`src/rtl/msb_pkg.sv`:
```
package msb_pkg;

    typedef enum logic {
        MODE_GEN = 1'b0,
        MODE_CHK = 1'b1
    } msb_mode_e;

    typedef enum logic [1:0] {
        SLOT_SKIP = 2'd0,
        SLOT_DATA = 2'd1,
        SLOT_PAR  = 2'd2
    } slot_e;

endpackage

```
`src/rtl/msb_frame_pos.sv`:
```
module msb_frame_pos
    import msb_pkg::*;
#(
    parameter int NCOL    = 270,
    parameter int NROW    = 9,
    parameter int OH_ROWS = 3,
    parameter int OH_COLS = 9,
    parameter int PAR_ROW = 4,
    parameter int NLANE   = 3,
    localparam int LW = (NLANE > 1) ? $clog2(NLANE) : 1
) (
    input  logic          clk,
    input  logic          rst_n,
    input  logic          sof,
    input  logic          vld,
    output logic          act,
    output slot_e         slot,
    output logic [LW-1:0] lane,
    output logic          frame_end
);

    localparam int CW = $clog2(NCOL);
    localparam int RW = $clog2(NROW);
    localparam logic [CW-1:0] COL_LAST = CW'(NCOL - 1);
    localparam logic [CW-1:0] COL_OH   = CW'(OH_COLS);
    localparam logic [CW-1:0] COL_NL   = CW'(NLANE);
    localparam logic [RW-1:0] ROW_LAST = RW'(NROW - 1);
    localparam logic [RW-1:0] ROW_OH   = RW'(OH_ROWS);
    localparam logic [RW-1:0] ROW_PAR  = RW'(PAR_ROW);
    localparam logic [LW-1:0] PH_LAST  = LW'(NLANE - 1);

    typedef struct packed {
        logic [CW-1:0] col;
        logic [RW-1:0] row;
        logic [LW-1:0] ph;
        logic          sync;
    } pos_t;

    pos_t pos_d, pos_q;
    logic [CW-1:0] cur_col;
    logic [RW-1:0] cur_row;
    logic [LW-1:0] cur_ph;

    always_comb begin
        pos_d   = pos_q;
        cur_col = sof ? '0 : pos_q.col;
        cur_row = sof ? '0 : pos_q.row;
        cur_ph  = sof ? '0 : pos_q.ph;
        act     = vld && (sof || pos_q.sync);
        lane    = cur_ph;

        if (!act) begin
            slot = SLOT_SKIP;
        end else if ((cur_row < ROW_OH) && (cur_col < COL_OH)) begin
            slot = SLOT_SKIP;
        end else if ((cur_row == ROW_PAR) && (cur_col < COL_NL)) begin
            slot = SLOT_PAR;
        end else begin
            slot = SLOT_DATA;
        end

        frame_end = act && (cur_row == ROW_LAST) && (cur_col == COL_LAST);

        if (act) begin
            pos_d.sync = 1'b1;
            if (cur_col == COL_LAST) begin
                pos_d.col = '0;
                pos_d.ph  = '0;
                pos_d.row = (cur_row == ROW_LAST) ? '0 : cur_row + 1'b1;
            end else begin
                pos_d.col = cur_col + 1'b1;
                pos_d.ph  = (cur_ph == PH_LAST) ? '0 : cur_ph + 1'b1;
                pos_d.row = cur_row;
            end
        end
    end

    always_ff @(posedge clk) begin
        if (!rst_n) pos_q <= '0;
        else        pos_q <= pos_d;
    end

    // an invalid cycle leaves the frame position where it was
    a_r8_hold_pos: assert property (@(posedge clk) disable iff (!rst_n)
        !vld |=> ($stable(pos_q.col) && $stable(pos_q.row)));

    // the phase counter agrees with the column at the start of each row
    a_r3_lane_row_start: assert property (@(posedge clk) disable iff (!rst_n)
        (act && (cur_col == '0)) |-> (lane == '0));

endmodule

```
`src/rtl/msb_accum.sv`:
```
module msb_accum #(
    parameter int W     = 8,
    parameter int NLANE = 3,
    localparam int LW = (NLANE > 1) ? $clog2(NLANE) : 1
) (
    input  logic                      clk,
    input  logic                      rst_n,
    input  logic                      clr,
    input  logic                      take,
    input  logic [LW-1:0]             lane,
    input  logic [W-1:0]              din,
    input  logic                      fin,
    output logic [NLANE-1:0][W-1:0]   held,
    output logic                      held_ok
);

    typedef struct packed {
        logic [NLANE-1:0][W-1:0] acc;
        logic [NLANE-1:0][W-1:0] res;
        logic                    ok;
    } acc_t;

    acc_t acc_d, acc_q;
    logic [NLANE-1:0][W-1:0] nxt;

    always_comb begin
        acc_d = acc_q;
        nxt   = clr ? '0 : acc_q.acc;
        for (int i = 0; i < NLANE; i++) begin
            if (take && (lane == LW'(i))) nxt[i] = nxt[i] ^ din;
        end
        if (fin) begin
            acc_d.res = nxt;
            acc_d.acc = '0;
            acc_d.ok  = 1'b1;
        end else begin
            acc_d.acc = nxt;
        end
    end

    always_ff @(posedge clk) begin
        if (!rst_n) acc_q <= '0;
        else        acc_q <= acc_d;
    end

    assign held    = acc_q.res;
    assign held_ok = acc_q.ok;

    // once a full frame has been latched the result stays usable
    a_r6_ok_sticky: assert property (@(posedge clk) disable iff (!rst_n)
        held_ok |=> held_ok);

    // the held result only moves at a complete frame's last byte
    a_r9_held_stable: assert property (@(posedge clk) disable iff (!rst_n)
        !fin |=> $stable(held));

endmodule

```
`src/rtl/msb_errcnt.sv`:
```
module msb_errcnt #(
    parameter int W     = 8,
    parameter int NLANE = 3,
    localparam int LW   = (NLANE > 1) ? $clog2(NLANE) : 1,
    localparam int CNTW = $clog2(W * NLANE + 1)
) (
    input  logic            clk,
    input  logic            rst_n,
    input  logic            en,
    input  logic [LW-1:0]   lane,
    input  logic [W-1:0]    rx_b,
    input  logic [W-1:0]    exp_b,
    output logic [CNTW-1:0] err_cnt,
    output logic            err_stb
);

    localparam logic [LW-1:0]   LANE_LAST = LW'(NLANE - 1);
    localparam logic [CNTW-1:0] CNT_MAX   = CNTW'(W * NLANE);

    typedef struct packed {
        logic [CNTW-1:0] run;
        logic [CNTW-1:0] cnt;
        logic            stb;
    } cnt_t;

    cnt_t cnt_d, cnt_q;
    logic [W-1:0]    diff;
    logic [CNTW-1:0] ones;
    logic [CNTW-1:0] sum;

    always_comb begin
        cnt_d     = cnt_q;
        cnt_d.stb = 1'b0;
        diff      = rx_b ^ exp_b;
        ones      = '0;
        for (int i = 0; i < W; i++) ones = ones + CNTW'(diff[i]);
        sum = ((lane == '0) ? '0 : cnt_q.run) + ones;
        if (en) begin
            cnt_d.run = sum;
            if (lane == LANE_LAST) begin
                cnt_d.cnt = sum;
                cnt_d.stb = 1'b1;
            end
        end
    end

    always_ff @(posedge clk) begin
        if (!rst_n) cnt_q <= '0;
        else        cnt_q <= cnt_d;
    end

    assign err_cnt = cnt_q.cnt;
    assign err_stb = cnt_q.stb;

    // reported count never exceeds the number of parity bits
    a_r7_cnt_range: assert property (@(posedge clk) disable iff (!rst_n)
        err_stb |-> (err_cnt <= CNT_MAX));

    // the strobe lasts a single cycle
    a_r7_stb_pulse: assert property (@(posedge clk) disable iff (!rst_n)
        err_stb |=> !err_stb);

endmodule

```
`src/rtl/ms_bip24_engine.sv`:
```
module ms_bip24_engine
    import msb_pkg::*;
#(
    parameter int W       = 8,
    parameter int NCOL    = 270,
    parameter int NROW    = 9,
    parameter int OH_ROWS = 3,
    parameter int OH_COLS = 9,
    parameter int PAR_ROW = 4,
    parameter int NLANE   = 3,
    localparam int LW   = (NLANE > 1) ? $clog2(NLANE) : 1,
    localparam int CNTW = $clog2(W * NLANE + 1)
) (
    input  logic            clk,
    input  logic            rst_n,
    input  logic            chk_mode,
    input  logic            sof,
    input  logic            vld,
    input  logic [W-1:0]    din,
    output logic [W-1:0]    dout,
    output logic            dout_vld,
    output logic [CNTW-1:0] err_cnt,
    output logic            err_stb
);

    typedef struct packed {
        logic [W-1:0] data;
        logic         vld;
    } out_t;

    out_t out_d, out_q;

    msb_mode_e               mode;
    logic                    act;
    slot_e                   slot;
    logic [LW-1:0]           lane;
    logic                    frame_end;
    logic [NLANE-1:0][W-1:0] held;
    logic                    held_ok;
    logic [W-1:0]            out_byte;
    logic                    take;
    logic                    chk_en;

    msb_frame_pos #(
        .NCOL(NCOL), .NROW(NROW), .OH_ROWS(OH_ROWS), .OH_COLS(OH_COLS),
        .PAR_ROW(PAR_ROW), .NLANE(NLANE)
    ) u_pos (
        .clk(clk), .rst_n(rst_n), .sof(sof), .vld(vld),
        .act(act), .slot(slot), .lane(lane), .frame_end(frame_end)
    );

    always_comb begin
        mode     = msb_mode_e'(chk_mode);
        out_byte = din;
        if (act && (slot == SLOT_PAR) && held_ok && (mode == MODE_GEN)) begin
            out_byte = held[lane];
        end
        take   = act && (slot != SLOT_SKIP);
        chk_en = act && (slot == SLOT_PAR) && held_ok && (mode == MODE_CHK);

        out_d.data = out_byte;
        out_d.vld  = vld;
    end

    msb_accum #(.W(W), .NLANE(NLANE)) u_acc (
        .clk(clk), .rst_n(rst_n), .clr(vld && sof), .take(take),
        .lane(lane), .din(out_byte), .fin(frame_end),
        .held(held), .held_ok(held_ok)
    );

    msb_errcnt #(.W(W), .NLANE(NLANE)) u_cnt (
        .clk(clk), .rst_n(rst_n), .en(chk_en), .lane(lane),
        .rx_b(din), .exp_b(held[lane]),
        .err_cnt(err_cnt), .err_stb(err_stb)
    );

    always_ff @(posedge clk) begin
        if (!rst_n) out_q <= '0;
        else        out_q <= out_d;
    end

    assign dout     = out_q.data;
    assign dout_vld = out_q.vld;

    // check mode never alters the stream
    a_r7_chk_transparent: assert property (@(posedge clk) disable iff (!rst_n)
        (vld && chk_mode) |=> (dout == $past(din)));

    // only parity slots may be rewritten
    a_r4_other_transparent: assert property (@(posedge clk) disable iff (!rst_n)
        (act && (slot != SLOT_PAR)) |=> (dout == $past(din)));

    // bytes ahead of the first frame start pass unchanged
    a_r8_presync_transparent: assert property (@(posedge clk) disable iff (!rst_n)
        (vld && !act) |=> (dout == $past(din)));

    // nothing to report before a complete frame
    a_r6_no_early_stb: assert property (@(posedge clk) disable iff (!rst_n)
        !held_ok |=> !err_stb);

endmodule

```
`config.mk`:
```
export PLATFORM = sky130hd
export DESIGN_NAME = ms_bip24_engine
export DESIGN_NICKNAME = d
export VERILOG_FILES = /design/src/rtl/msb_pkg.sv /design/src/rtl/msb_frame_pos.sv /design/src/rtl/msb_accum.sv /design/src/rtl/msb_errcnt.sv /design/src/rtl/ms_bip24_engine.sv
export SDC_FILE = /design/constraint.sdc
export NUM_CORES = 1
export LEC_CHECK = 0
export CORE_AREA = 3 3 104 106
export DETAILED_ROUTE_END_ITERATION = 8
export DIE_AREA = 0 0 107 109
export PLACE_DENSITY = 0.65
export SLEW_MARGIN = 0
export SYNTH_ARGS = -nofsm -noshare
export SYNTH_HDL_FRONTEND = slang
export SYNTH_SLANG_ARGS = --single-unit
```
`constraint.sdc`:
```
create_clock -name clk -period 9.6 [get_ports clk]
set_input_delay 2.4 -clock clk [delete_from_list [all_inputs] [get_ports clk]]
set_output_delay 2.4 -clock clk [all_outputs]
set_load 0.02 [all_outputs]
```
==> results.json <==
{
  "crit_path_start_kind": "input port",
  "synthesis.area_um2": 4464,
  "seq_area_um2": 1702,
  "clock_latency_ns": 0.37,
  "rsz0062_at_grt": "no",
  "grt-ovfl-total": 0,
  "synthArstFlopShare_pct": 0,
  "synth_seq_area_share_pct": 38.12,
  "fin_util_pct": 50.66,
  "wl_um": 10220,
  "synthFlopType": "dfxtp_1",
  "drv_slew": 0,
  "cts_hold_buffers": 0,
  "slew_headroom_pct": 21.89,
  "cp_data_arrival_time_ns": 7.26,
  "finalCritPeriodShare_pct": 73.02,
  "hold_path.class": "reg -> reg",
  "synth_xor_area_share_pct": 7.259,
  "synthSimpleGateAreaFrac_pct": 21.75,
  "antenna_cells": 0,
  "multi_input_area_um2": 2567,
  "cts.clk_slew.worst_paths_ns": 0.08,
  "start_util_pct": 45.26,
  "cts_tree": "built",
  "row_count": 36,
  "netlist.area_leader.share_pct": 38.12,
  "crit_chain": "clkdlybuf4s50_1, buf_4, nor3b_1, buf_4, a22o_1, nor2_1, xnor2_1, ha_1, fa_1, inv_1, fa_1, fa_1, inv_1, ha_1, inv_1, fa_1, inv_1, a21o_1, a21oi_1, xnor2_1, mux2i_1, nor2_1",
  "ant_nets": 0,
  "cp_max_fo": 39,
  "drv_cap": 0,
  "synthMuxAreaShare_pct": 1.794,
  "ys_types": 52,
  "cts-resized-gates": 0,
  "hold_violations": 0,
  "grt_max_degree": 40,
  "dr.pass1.iters": 4,
  "die_h_um": 109,
  "critPathKind": "in -> reg",
  "synthAdderAreaFrac_pct": 5.998,
  "synth_edf_count": 0,
  "worst-path-buf-inv": 7,
  "grt_pass1_vias": 3420,
  "tightest_slew_ns": 1.168,
  "worst_ir_drop_vdd_v": 0.00007824,
  "vias": 3609,
  "setup_viol": 0,
  "place_area_um2": 4788,
  "synthCells": 520,
  "dp_hpwl_um": 7076,
  "end_kind": "register",
  "htreeDepth": 3,
  "outcome": "completed",
  "die_w_um": 107,
  "design.core.area_um2": 9864,
  "clk_path_buf_depth": 2,
  "drc": 0,
  "fmax_mhz": 142.7,
  "power.density_nw_per_um2": 140.1,
  "nets": 564,
  "synthTopCellsByArea": "dfxtp_1, a21oi_1, nand2_1",
  "min_period_ns": 7.010,
  "cts_setup_buffers": 0,
  "syn_area_per_cell_um2": 8.585,
  "antenna_found_initial": 0,
  "slowest_stage": "fa_1",
  "gr-usage-all-layers_pct": 18.73,
  "fp.dieArea_um2": 11660,
  "p_leak_nw": 1.776,
  "cpPeakStageDelay_ns": 0.55,
  "grt_pass1_wl_um": 17070,
  "design_area_um2": 4997,
  "wl_per_cell_um": 15.26,
  "port_buffers": 27,
  "io_pins": 28,
  "cp.required_ns": 9.85,
  "cpLargestDelayFamily": "adder cells",
  "synth_compound_area_share_pct": 20.57,
  "syn-num-nets": 552,
  "fin_skew_ns": 0.01056,
  "vias_per_cell": 5.387,
  "yosysTopAreaCell": "dfxtp_1",
  "ff2ff_setup_slack_ns": 4.50,
  "ys.warnings.count": 0,
  "fillers": 931,
  "cts.sinks": 85,
  "gp_congestion": 0.8126,
  "fin_tns_setup_ns": 0,
  "ys_ff_latch": 85,
  "syn_to_final_growth_pct": 11.94,
  "clockRootBuffer": "clkbuf_8",
  "drive_gt1_share_pct": 7.821,
  "drtIter0Drc": 230,
  "synth_top_family_by_area": "simple AND/OR/NAND/NOR gates",
  "cts_buffers": 9
}
==> worst register-to-register path: stages, from the launching register on <==
cell and delay [ns]:
dfxtp_1 0.75, nor3b_1 0.50, buf_4 0.25, a22o_1 0.16
nor2_1 0.06, xnor2_1 0.13, ha_1 0.32, fa_1 0.53
inv_1 0.05, fa_1 0.50, fa_1 0.55, inv_1 0.04
ha_1 0.20, inv_1 0.08, fa_1 0.20, inv_1 0.05
a21o_1 0.16, a21oi_1 0.17, xnor2_1 0.11, mux2i_1 0.14
nor2_1 0.05
==> sequential cells by signal, indices dropped and copies added, names as in the netlist, 5 cells and up <==
name and cells:
u_pos.pos_q 16, u_acc.held 24, u_cnt.err_cnt 5, u_acc.acc_q 24, dout 8, u_cnt.cnt_q 5
==> path summary, 6_finish.rpt <==
check	start	to	depth (start not counted)
max	sof	u_cnt.err_cnt[4]	22
min reg2reg	u_acc.held[17]	u_acc.held[17]	2
max reg2reg	u_pos.pos_q[1]	u_cnt.err_cnt[4]	20
min	u_acc.held[17]	u_acc.held[17]	2
==> metrics by stage <==
stage / cells / worst slack (ns) / power, mW / hold slack, ns
after floorplan: 520 / 2.847 / 0.4178 / 0.4292
after global placement: 654 / 2.343 / 0.4417 / 0.4416
after detailed placement: 654 / 2.234 / 0.4429 / 0.4440
after CTS: 670 / 2.618 / 0.7071 / 0.4557
after global routing: 670 / 2.320 / 0.7303 / 0.4786
final: 670 / 2.590 / 0.7002 / 0.4545
==> synth_stat cells, drive strengths merged, types with 3 or more instances <==
| master | n |
|---|---|
| nand2 | 67 |
| or4 | 3 |
| a21oi | 57 |
| xnor2 | 9 |
| buf | 14 |
| o31ai | 8 |
| nor2b | 4 |
| ha | 15 |
| nand3 | 9 |
| clkbuf | 17 |
| nand3b | 10 |
| xor2 | 28 |
| a21o | 5 |
| and2 | 6 |
| o21ai | 32 |
| o21a | 3 |
| or3 | 3 |
| a22o | 8 |
| fa | 4 |
| nand2b | 13 |
| mux2i | 8 |
| o2111ai | 8 |
| dfxtp | 85 |
| nor4 | 6 |
| nor2 | 56 |
| nor3 | 10 |
| inv | 12 |
==> metal layers <==
metal  routed length (um)  global-route usage (%)  part of all wire [%]  vias to the layer above
met4                  173                   7.306                   1.7                        0
li1                     -                       -                     -                     1820
met1                 4953                   25.67                    48                     1706
met5                    0                       0                     0                        -
met2                 4692                   29.50                    46                       71
met3                  405                   3.256                   4.0                       12
==> layout make-up <==
class,count,share of cell area (%)
Multi-Input combinational cell,392,51.38
Sequential cell,85,34.05
Timing Repair Buffer,32,6.159
Tap cell,133,3.330
Clock buffer,11,3.030
Clock inverter,5,1.152
Inverter,12,0.9014
==> kinds of logic (layout without fill, tap and decap cells) <==
family                     Yosys count  after routing
adders and majority gates           19             19
buffers and inverters               43             60
xor gates and xnor gates            37             37
DFF                                 85             85
muxes                                8              8
and+or+nand+nor                    196            196
AOI/OAI and AO/OA                  132            132
==> power by group <==
| part | internal, mW | switching (mW) |
|---|---|---|
| registers | 0.355 | 0.00356 |
| clock network | 0.135 | 0.131 |
| logic | 0.0299 | 0.0457 |
==> placed cells by master, fill, tap and decap left out, types with 5 or more instances in the layout <==
cell and instances:
a21oi_1 57, nor2_1 56, o21ai_0 5, o21ai_1 26, o2111ai_1 8, clkbuf_8 11, o31ai_4 8, and2_1 5
xor2_1 28, ha_1 15, a21o_1 5, nand3_1 9, inv_1 12, xnor2_1 9, dfxtp_1 85, nor3_1 9
nand2_1 67, clkdlybuf4s50_1 27, nand3b_1 10, a22o_1 8, buf_4 5, mux2i_1 8, nand2b_1 13
Note: power is estimated with default switching activity, not from simulation.
